[src/rtl/abt_pkg.sv]
// Package: shared state encoding for the abort capture controller.
// Assumes: nothing beyond 1800-2017 enums.
package abt_pkg;

    // Controller phases, from idle through the two vector byte reads
    typedef enum logic [2:0] {
        ST_IDLE   = 3'd0,
        ST_PEND   = 3'd1,
        ST_REQ    = 3'd2,
        ST_VEC_LO = 3'd3,
        ST_VEC_HI = 3'd4
    } abt_state_e;

endpackage

[src/rtl/abt_ret_capture.sv]
// Module: abt_ret_capture
// Records the opcode address in the first cycle of every instruction and
// latches the return address when the controller registers an abort.
// Assumes: op_addr is valid in the first cycle of each instruction; new_instr
// marks the edge after which the next cycle is a first cycle.
module abt_ret_capture #(
    parameter int ADDR_W = 24
) (
    input  logic              clk,
    input  logic              rst_n,
    input  logic              new_instr,
    input  logic              load_ret,
    input  logic [ADDR_W-1:0] op_addr,
    output logic [ADDR_W-1:0] ret_addr
);

    logic              first_q;
    logic [ADDR_W-1:0] op_cap_q;
    logic [ADDR_W-1:0] cur_op;
    logic [ADDR_W-1:0] ret_q;

    // Marks the first cycle of an instruction
    always_ff @(posedge clk) begin
        if (!rst_n) first_q <= 1'b1;
        else        first_q <= new_instr;
    end

    // Holds the opcode address seen in the first cycle
    always_ff @(posedge clk) begin
        if (!rst_n)       op_cap_q <= '0;
        else if (first_q) op_cap_q <= op_addr;
    end

    // In the first cycle the live address is the opcode address
    always_comb begin
        cur_op = first_q ? op_addr : op_cap_q;
    end

    // Freezes the return address when an abort is registered
    always_ff @(posedge clk) begin
        if (!rst_n)        ret_q <= '0;
        else if (load_ret) ret_q <= cur_op;
    end

    assign ret_addr = ret_q;

endmodule

[src/rtl/abt_fsm.sv]
// Module: abt_fsm
// Tracks an abort from registration through the request to the two vector
// reads. Gates register write-back while an abort is in flight.
// Assumes: abort_n is synchronous to clk; irq_ack is only meaningful while
// the request is up.
module abt_fsm
    import abt_pkg::*;
(
    input  logic clk,
    input  logic rst_n,
    input  logic abort_n,
    input  logic instr_end,
    input  logic irq_ack,
    output logic wr_inhibit,
    output logic abort_irq,
    output logic load_ret,
    output logic enter_req,
    output logic new_instr,
    output logic vec_pull,
    output logic vec_hi
);

    abt_state_e state_q;
    abt_state_e state_d;
    logic       abort_hit;

    assign abort_hit = ~abort_n;

    // Next-state selection; aborts are only taken while idle
    always_comb begin
        state_d = state_q;
        unique case (state_q)
            ST_IDLE:   if (abort_hit) state_d = instr_end ? ST_REQ : ST_PEND;
            ST_PEND:   if (instr_end) state_d = ST_REQ;
            ST_REQ:    if (irq_ack)   state_d = ST_VEC_LO;
            ST_VEC_LO: state_d = ST_VEC_HI;
            ST_VEC_HI: state_d = ST_IDLE;
            default:   state_d = ST_IDLE;
        endcase
    end

    // State register
    always_ff @(posedge clk) begin
        if (!rst_n) state_q <= ST_IDLE;
        else        state_q <= state_d;
    end

    // Decoded strobes and outputs
    always_comb begin
        load_ret   = (state_q == ST_IDLE) && abort_hit;
        enter_req  = (state_d == ST_REQ) && (state_q != ST_REQ);
        new_instr  = instr_end || (state_q == ST_VEC_HI);
        wr_inhibit = load_ret || (state_q == ST_PEND) || (state_q == ST_REQ);
        abort_irq  = (state_q == ST_REQ);
        vec_pull   = (state_q == ST_VEC_LO) || (state_q == ST_VEC_HI);
        vec_hi     = (state_q == ST_VEC_HI);
    end

    // request held until acknowledged
    a_r6_irq_hold: assert property (@(posedge clk) disable iff (!rst_n)
        (abort_irq && !irq_ack) |=> abort_irq);

    // request only rises after an instruction end
    a_r3_irq_after_end: assert property (@(posedge clk) disable iff (!rst_n)
        $rose(abort_irq) |-> $past(instr_end));

    // inhibit holds until the acknowledgement
    a_r2_inhibit_hold: assert property (@(posedge clk) disable iff (!rst_n)
        (wr_inhibit && !irq_ack) |=> wr_inhibit);

    // after the request is taken, the next step is the fetch, never a new request
    a_r5_single_req: assert property (@(posedge clk) disable iff (!rst_n)
        (abort_irq && irq_ack) |=> (!abort_irq && vec_pull));

endmodule

[src/rtl/abt_vector_gen.sv]
// Module: abt_vector_gen
// Latches the mode when the request is raised and forms the vector byte
// addresses during the two fetch cycles.
// Assumes: the two base parameters are even, so bit 0 selects the byte.
module abt_vector_gen #(
    parameter int              ADDR_W   = 24,
    parameter logic [ADDR_W-1:0] EMU_BASE = 24'h00FFF8,
    parameter logic [ADDR_W-1:0] NAT_BASE = 24'h00FFE8
) (
    input  logic              clk,
    input  logic              rst_n,
    input  logic              enter_req,
    input  logic              emu_mode,
    input  logic              vec_pull,
    input  logic              vec_hi,
    output logic [ADDR_W-1:0] vec_addr
);

    localparam logic [ADDR_W-1:0] BYTE_SEL = {{(ADDR_W-1){1'b0}}, 1'b1};

    logic mode_q;

    // Mode captured at the edge that raises the request
    always_ff @(posedge clk) begin
        if (!rst_n)         mode_q <= 1'b0;
        else if (enter_req) mode_q <= emu_mode;
    end

    // Vector byte address, driven only during the fetch
    always_comb begin
        if (vec_pull) vec_addr = (mode_q ? EMU_BASE : NAT_BASE) | (vec_hi ? BYTE_SEL : '0);
        else          vec_addr = '0;
    end

    // the fetch lasts two cycles, low byte then high byte
    a_r7_pull_pair: assert property (@(posedge clk) disable iff (!rst_n)
        $rose(vec_pull) |=> (vec_pull && vec_addr[0]));

    // both reads of one fetch use the same vector pair
    a_r8_pair_stable: assert property (@(posedge clk) disable iff (!rst_n)
        (vec_pull && $past(vec_pull)) |-> (vec_addr[ADDR_W-1:1] == $past(vec_addr[ADDR_W-1:1])));

endmodule

[src/rtl/abort_capture_ctrl.sv]
// Module: abort_capture_ctrl
// Top level. Registers an active-low abort, inhibits write-back for the
// remaining instruction, requests an interrupt at the instruction end and
// supplies the aborted opcode address and the mode-selected vector.
// Assumes: the sequencer drives instr_end for one cycle per instruction and
// runs the interrupt sequence after irq_ack.
module abort_capture_ctrl #(
    parameter int                ADDR_W   = 24,
    parameter logic [ADDR_W-1:0] EMU_BASE = 24'h00FFF8,
    parameter logic [ADDR_W-1:0] NAT_BASE = 24'h00FFE8
) (
    input  logic              clk,
    input  logic              rst_n,
    input  logic              abort_n,
    input  logic              instr_end,
    input  logic [ADDR_W-1:0] op_addr,
    input  logic              emu_mode,
    input  logic              irq_ack,
    output logic              wr_inhibit,
    output logic              abort_irq,
    output logic [ADDR_W-1:0] ret_addr,
    output logic              vec_pull,
    output logic [ADDR_W-1:0] vec_addr
);

    logic load_ret;
    logic enter_req;
    logic new_instr;
    logic vec_hi;

    abt_fsm u_fsm (
        .clk        (clk),
        .rst_n      (rst_n),
        .abort_n    (abort_n),
        .instr_end  (instr_end),
        .irq_ack    (irq_ack),
        .wr_inhibit (wr_inhibit),
        .abort_irq  (abort_irq),
        .load_ret   (load_ret),
        .enter_req  (enter_req),
        .new_instr  (new_instr),
        .vec_pull   (vec_pull),
        .vec_hi     (vec_hi)
    );

    abt_ret_capture #(.ADDR_W(ADDR_W)) u_ret (
        .clk       (clk),
        .rst_n     (rst_n),
        .new_instr (new_instr),
        .load_ret  (load_ret),
        .op_addr   (op_addr),
        .ret_addr  (ret_addr)
    );

    abt_vector_gen #(.ADDR_W(ADDR_W), .EMU_BASE(EMU_BASE), .NAT_BASE(NAT_BASE)) u_vec (
        .clk       (clk),
        .rst_n     (rst_n),
        .enter_req (enter_req),
        .emu_mode  (emu_mode),
        .vec_pull  (vec_pull),
        .vec_hi    (vec_hi),
        .vec_addr  (vec_addr)
    );

    // the return address does not move while the request waits
    a_r4_ret_stable: assert property (@(posedge clk) disable iff (!rst_n)
        (abort_irq && !irq_ack) |=> $stable(ret_addr));

endmodule

[config.mk]
export PLATFORM = sky130hd
export DESIGN_NAME = abort_capture_ctrl
export DESIGN_NICKNAME = d
export VERILOG_FILES = /design/src/rtl/abt_pkg.sv /design/src/rtl/abt_ret_capture.sv /design/src/rtl/abt_fsm.sv /design/src/rtl/abt_vector_gen.sv /design/src/rtl/abort_capture_ctrl.sv
export SDC_FILE = /design/constraint.sdc
export NUM_CORES = 1
export LEC_CHECK = 0
export ABC_AREA = 1
export BUFFER_PORTS_ARGS = -buffer_cell sky130_fd_sc_hd__buf_2
export CAP_MARGIN = 40
export CORE_UTILIZATION = 23
export DETAILED_ROUTE_END_ITERATION = 8
export SYNTH_ARGS = -nofsm -noshare
export SYNTH_HDL_FRONTEND = slang
export SYNTH_SLANG_ARGS = --single-unit
[constraint.sdc]
create_clock -name clk -period 1.9 [get_ports clk]
set_input_delay 0.19 -clock clk [delete_from_list [all_inputs] [get_ports clk]]
set_output_delay 0.19 -clock clk [all_outputs]
set_load 0.01 [all_outputs]
==> metrics.md <==
| Metric | Value |
|---|---|
| Crit Path Class | reg2out |
| Cell with the most instances after synthesis | inv_1 |
| Clock tree from TritonCTS | built |
| Status | completed |
| Normalized max-slew margin | about half |
| Global route overflow | 0 |
| Post-layout utilization of the core | between 20% and 30% |
| Wire length after detailed routing | 4873 um |
| Final RePlAce weighted congestion | around 0.83 |
| Delay contributed by the slowest stage of the critical path | a little under 0.5 ns |
| Effective utilization at floorplan | roughly a quarter |
| Worst Tran Pin Value | between 0.7 and 0.8 ns |
| Count of input and output buffers | 70 |
| Number of filler cells placed in the layout | between 1000 and 1500 |
| Required time reported for the critical path endpoint | between 1.5 and 2 ns |
| Via count | about 2100 |
| H-tree depth | 2 |
| Sequential cell area | approximately 0.0011 mm^2 |
| Top FF cell, synth | dfxtp_1 |
| Remaining number of nets flagged by the antenna check after routing | 0 |
| Number of hold violations in the final report | 0 |
| Average wire per cell in the routed design | around 8.7 um |
| Number of post-CTS setup repair buffers | 0 |
| Distinct cells, synth | 22 |
| Synth Instances | 368 |
| Power per standard cell area | 848.8 mW/mm^2 |
| Crit path time final | approximately 1.6 ns |
| Gr usage total | 9.139% |
| Total number of placement rows | 38 |
| Nature of the critical path endpoint | primary output |
| Number of gates given a new drive strength after cts | 0 |
| Antenna violations before repair | 0 |
| Final TNS setup | 0 ns |
| Sequential cell area fraction in the yosys report | between 40% and 50% |
| Number of violations of the max-capacitance limit | 0 |
| Overall Power | between 2 and 3 mW |
| Area enclosed by the die boundary | ~0.011 mm^2 |
| Die height | approximately 110 um |
| DRC | 0 |
| Core Footprint | between 0.01 and 0.015 mm^2 |
| Final worst hold slack | 0.1202 ns |
| Avg Synthesized Cell Area | between 6 and 7 um^2 |
| Synth Area in Compound Gates | a little over an eighth |
| Skew-Pair Late Insertion Delay | about 0.30 ns |
| Unrepaired setup endpoints after global routing | false |
| Cell with the largest stage delay on the worst path | dfxtp_1 |
| Number of flops mapped to enable cells by yosys | 0 |
| Share of cells above drive strength 1 | 23.22% |
| Top cell type by total area after synthesis | dfxtp_1 |
| Achievable frequency | around 620 MHz |
| Wire length of the first global-routing pass | approximately 8400 um |
| Post-synthesis instance area | around 0.0025 mm^2 |
| Top-level I/O count | 81 |
| Layout overhead on the synthesized area | 17.40% |
| CP Launch Type | register |
| Ranking of synthesized cells by instance count | inv_1, dfxtp_1, nand2_1, nor2_1 |
| Xor/xnor share of the synthesized area | 0% |
| Number of design-rule violations left by the first detailed-router iteration | about 110 |
| Maximum fanout along the worst path | 13 |
| Warnings, synthesis | 0 |
| CTS Hold Bufs | 0 |
| Largest clock skew in the final design | between 0.007 and 0.008 ns |
| Flop and latch count out of synthesis | 53 |
| Min-Delay Path Class | in2reg |
| Adder-Cell Fraction of Synth Area | 0% |
| Detailed-placement wirelength estimate | approximately 3500 um |
| Final number of setup-violating endpoints | 0 |
| Slew Viols, Final | 0 |
| Share of the synthesized area in the top cell type | 41.69% |
| DIE WIDTH | 107.2 um |
| Final period util | between 80% and 90% |
| Clock-pin slew of the registers on the worst-case setup and hold paths | around 0.09 ns |
| Data arrival at the endpoint of the critical path | approximately 1.4 ns |
| Fraction of registers with async set/reset | 0% |
| Multi-input gate area in the final layout | between 800 and 900 um^2 |
| Largest cells by area after synthesis | dfxtp_1, inv_1, nand2_1 |
| Multiplexer fraction of the synthesized cell area | 0% |
| Number of diodes added for antenna fixing | 0 |
| Main combinational cell family by area after synthesis | buffers and inverters |
| Post-detailed-route via-to-cell ratio | 3.687 |
| Vias in the first global route | just under 2000 |
| Critical-path cell list | nand3_1 -> nand2_1 -> buf_2 |
| Number of buffers created by CTS | 5 |
| Largest net degree at the start of global routing | 49 |
| Largest vdd supply drop | approximately 320 uV |
| Total iterations of the first detailed-routing run | 4 |
| Clock Sink Count | between 50 and 60 |
| Number of nets in the finished design | ~450 |
| Buffer cell driving the clock tree root | clkbuf_8 |
| Clock tree buffer depth | 2 |
| LEAKAGE | 1.768 nW |
| Basic-gate share of the synthesized area counting and, or, nand and nor cells | roughly a fifth |
per-stage QoR:
stage	instance area, um^2	worst slack (ns)	std cells
after global routing	2988	0.1256	562
after detailed placement	2887	0.4310	554
after CTS	2988	0.2617	562
after global placement	2887	0.4339	554
final	2988	0.2997	562
after floorplan	2579	0.6421	377
worst paths after layout:
| kind | depth (start not counted) | start | slack, ns | to |
|---|---|---|---|---|
| worst max-delay path | 3 | u_fsm.state_q[0]$_SDFF_PN0_ | 0.30 | vec_addr[10] |
| worst max register to register | 5 | u_ret.first_q$_SDFF_PN1_ | 0.41 | u_ret.ret_addr[21]$_SDFFE_PN0P_ |
| worst min-delay path | 3 | emu_mode | 0.12 | u_vec.mode_q$_SDFFE_PN0P_ |
| worst min register to register | 4 | u_ret.ret_addr[6]$_SDFFE_PN0P_ | 0.51 | u_ret.ret_addr[6]$_SDFFE_PN0P_ |
per-layer routing:
| metal | routed length, um | track usage, % | part of all wire, % |
|---|---|---|---|
| met1 | 2262 | 10.45 | 46 |
| met2 | 2282 | 15.85 | 47 |
| met3 | 256 | 2.918 | 5.3 |
| met4 | 72 | 3.327 | 1.5 |
| met5 | 0 | 0 | 0 |
where the power goes:
part           switching (mW)  internal, mW
Combinational           0.336         0.233
Clock                   0.356         0.330
Sequential             0.0583          1.22
Total                   0.751          1.79
flip-flops by register name (all words and copies together), names as in the netlist:
name / flops
u_fsm.state_q: 3
u_ret.op_cap_q: 24
u_ret.first_q: 1
u_ret.ret_addr: 24
u_vec.mode_q: 1
final cells by class:
class                           count  share of cell area, %
Timing Repair Buffer               74                  13.15
Clock buffer                        7                  3.224
Sequential cell                    53                  35.55
Clock inverter                      1                 0.1675
Multi-Input combinational cell    182                  28.85
Tap cell                          140                  5.863
Inverter                          105                  13.19
layout by cell type (no fill, tap or decap), drive strengths merged:
cell type / count
a21oi: 3
buf: 74
clkbuf: 7
clkinv: 2
conb: 10
dfxtp: 53
inv: 104
nand2: 60
nand3: 5
nor2: 53
nor3: 1
o211ai: 1
o21a: 24
o21ai: 25
worst max-delay path: cells and delay by family (launching register included):
kind	cells	cell delay, ns
buf+inv	1	0.19
simple gates	2	0.44
flops	1	0.49
logic make-up after synthesis:
family	after synthesis
flops	53
compound gates	53
buf+inv	142
other cells	1
simple gates	119
Note: power is estimated with default switching activity, not from simulation.
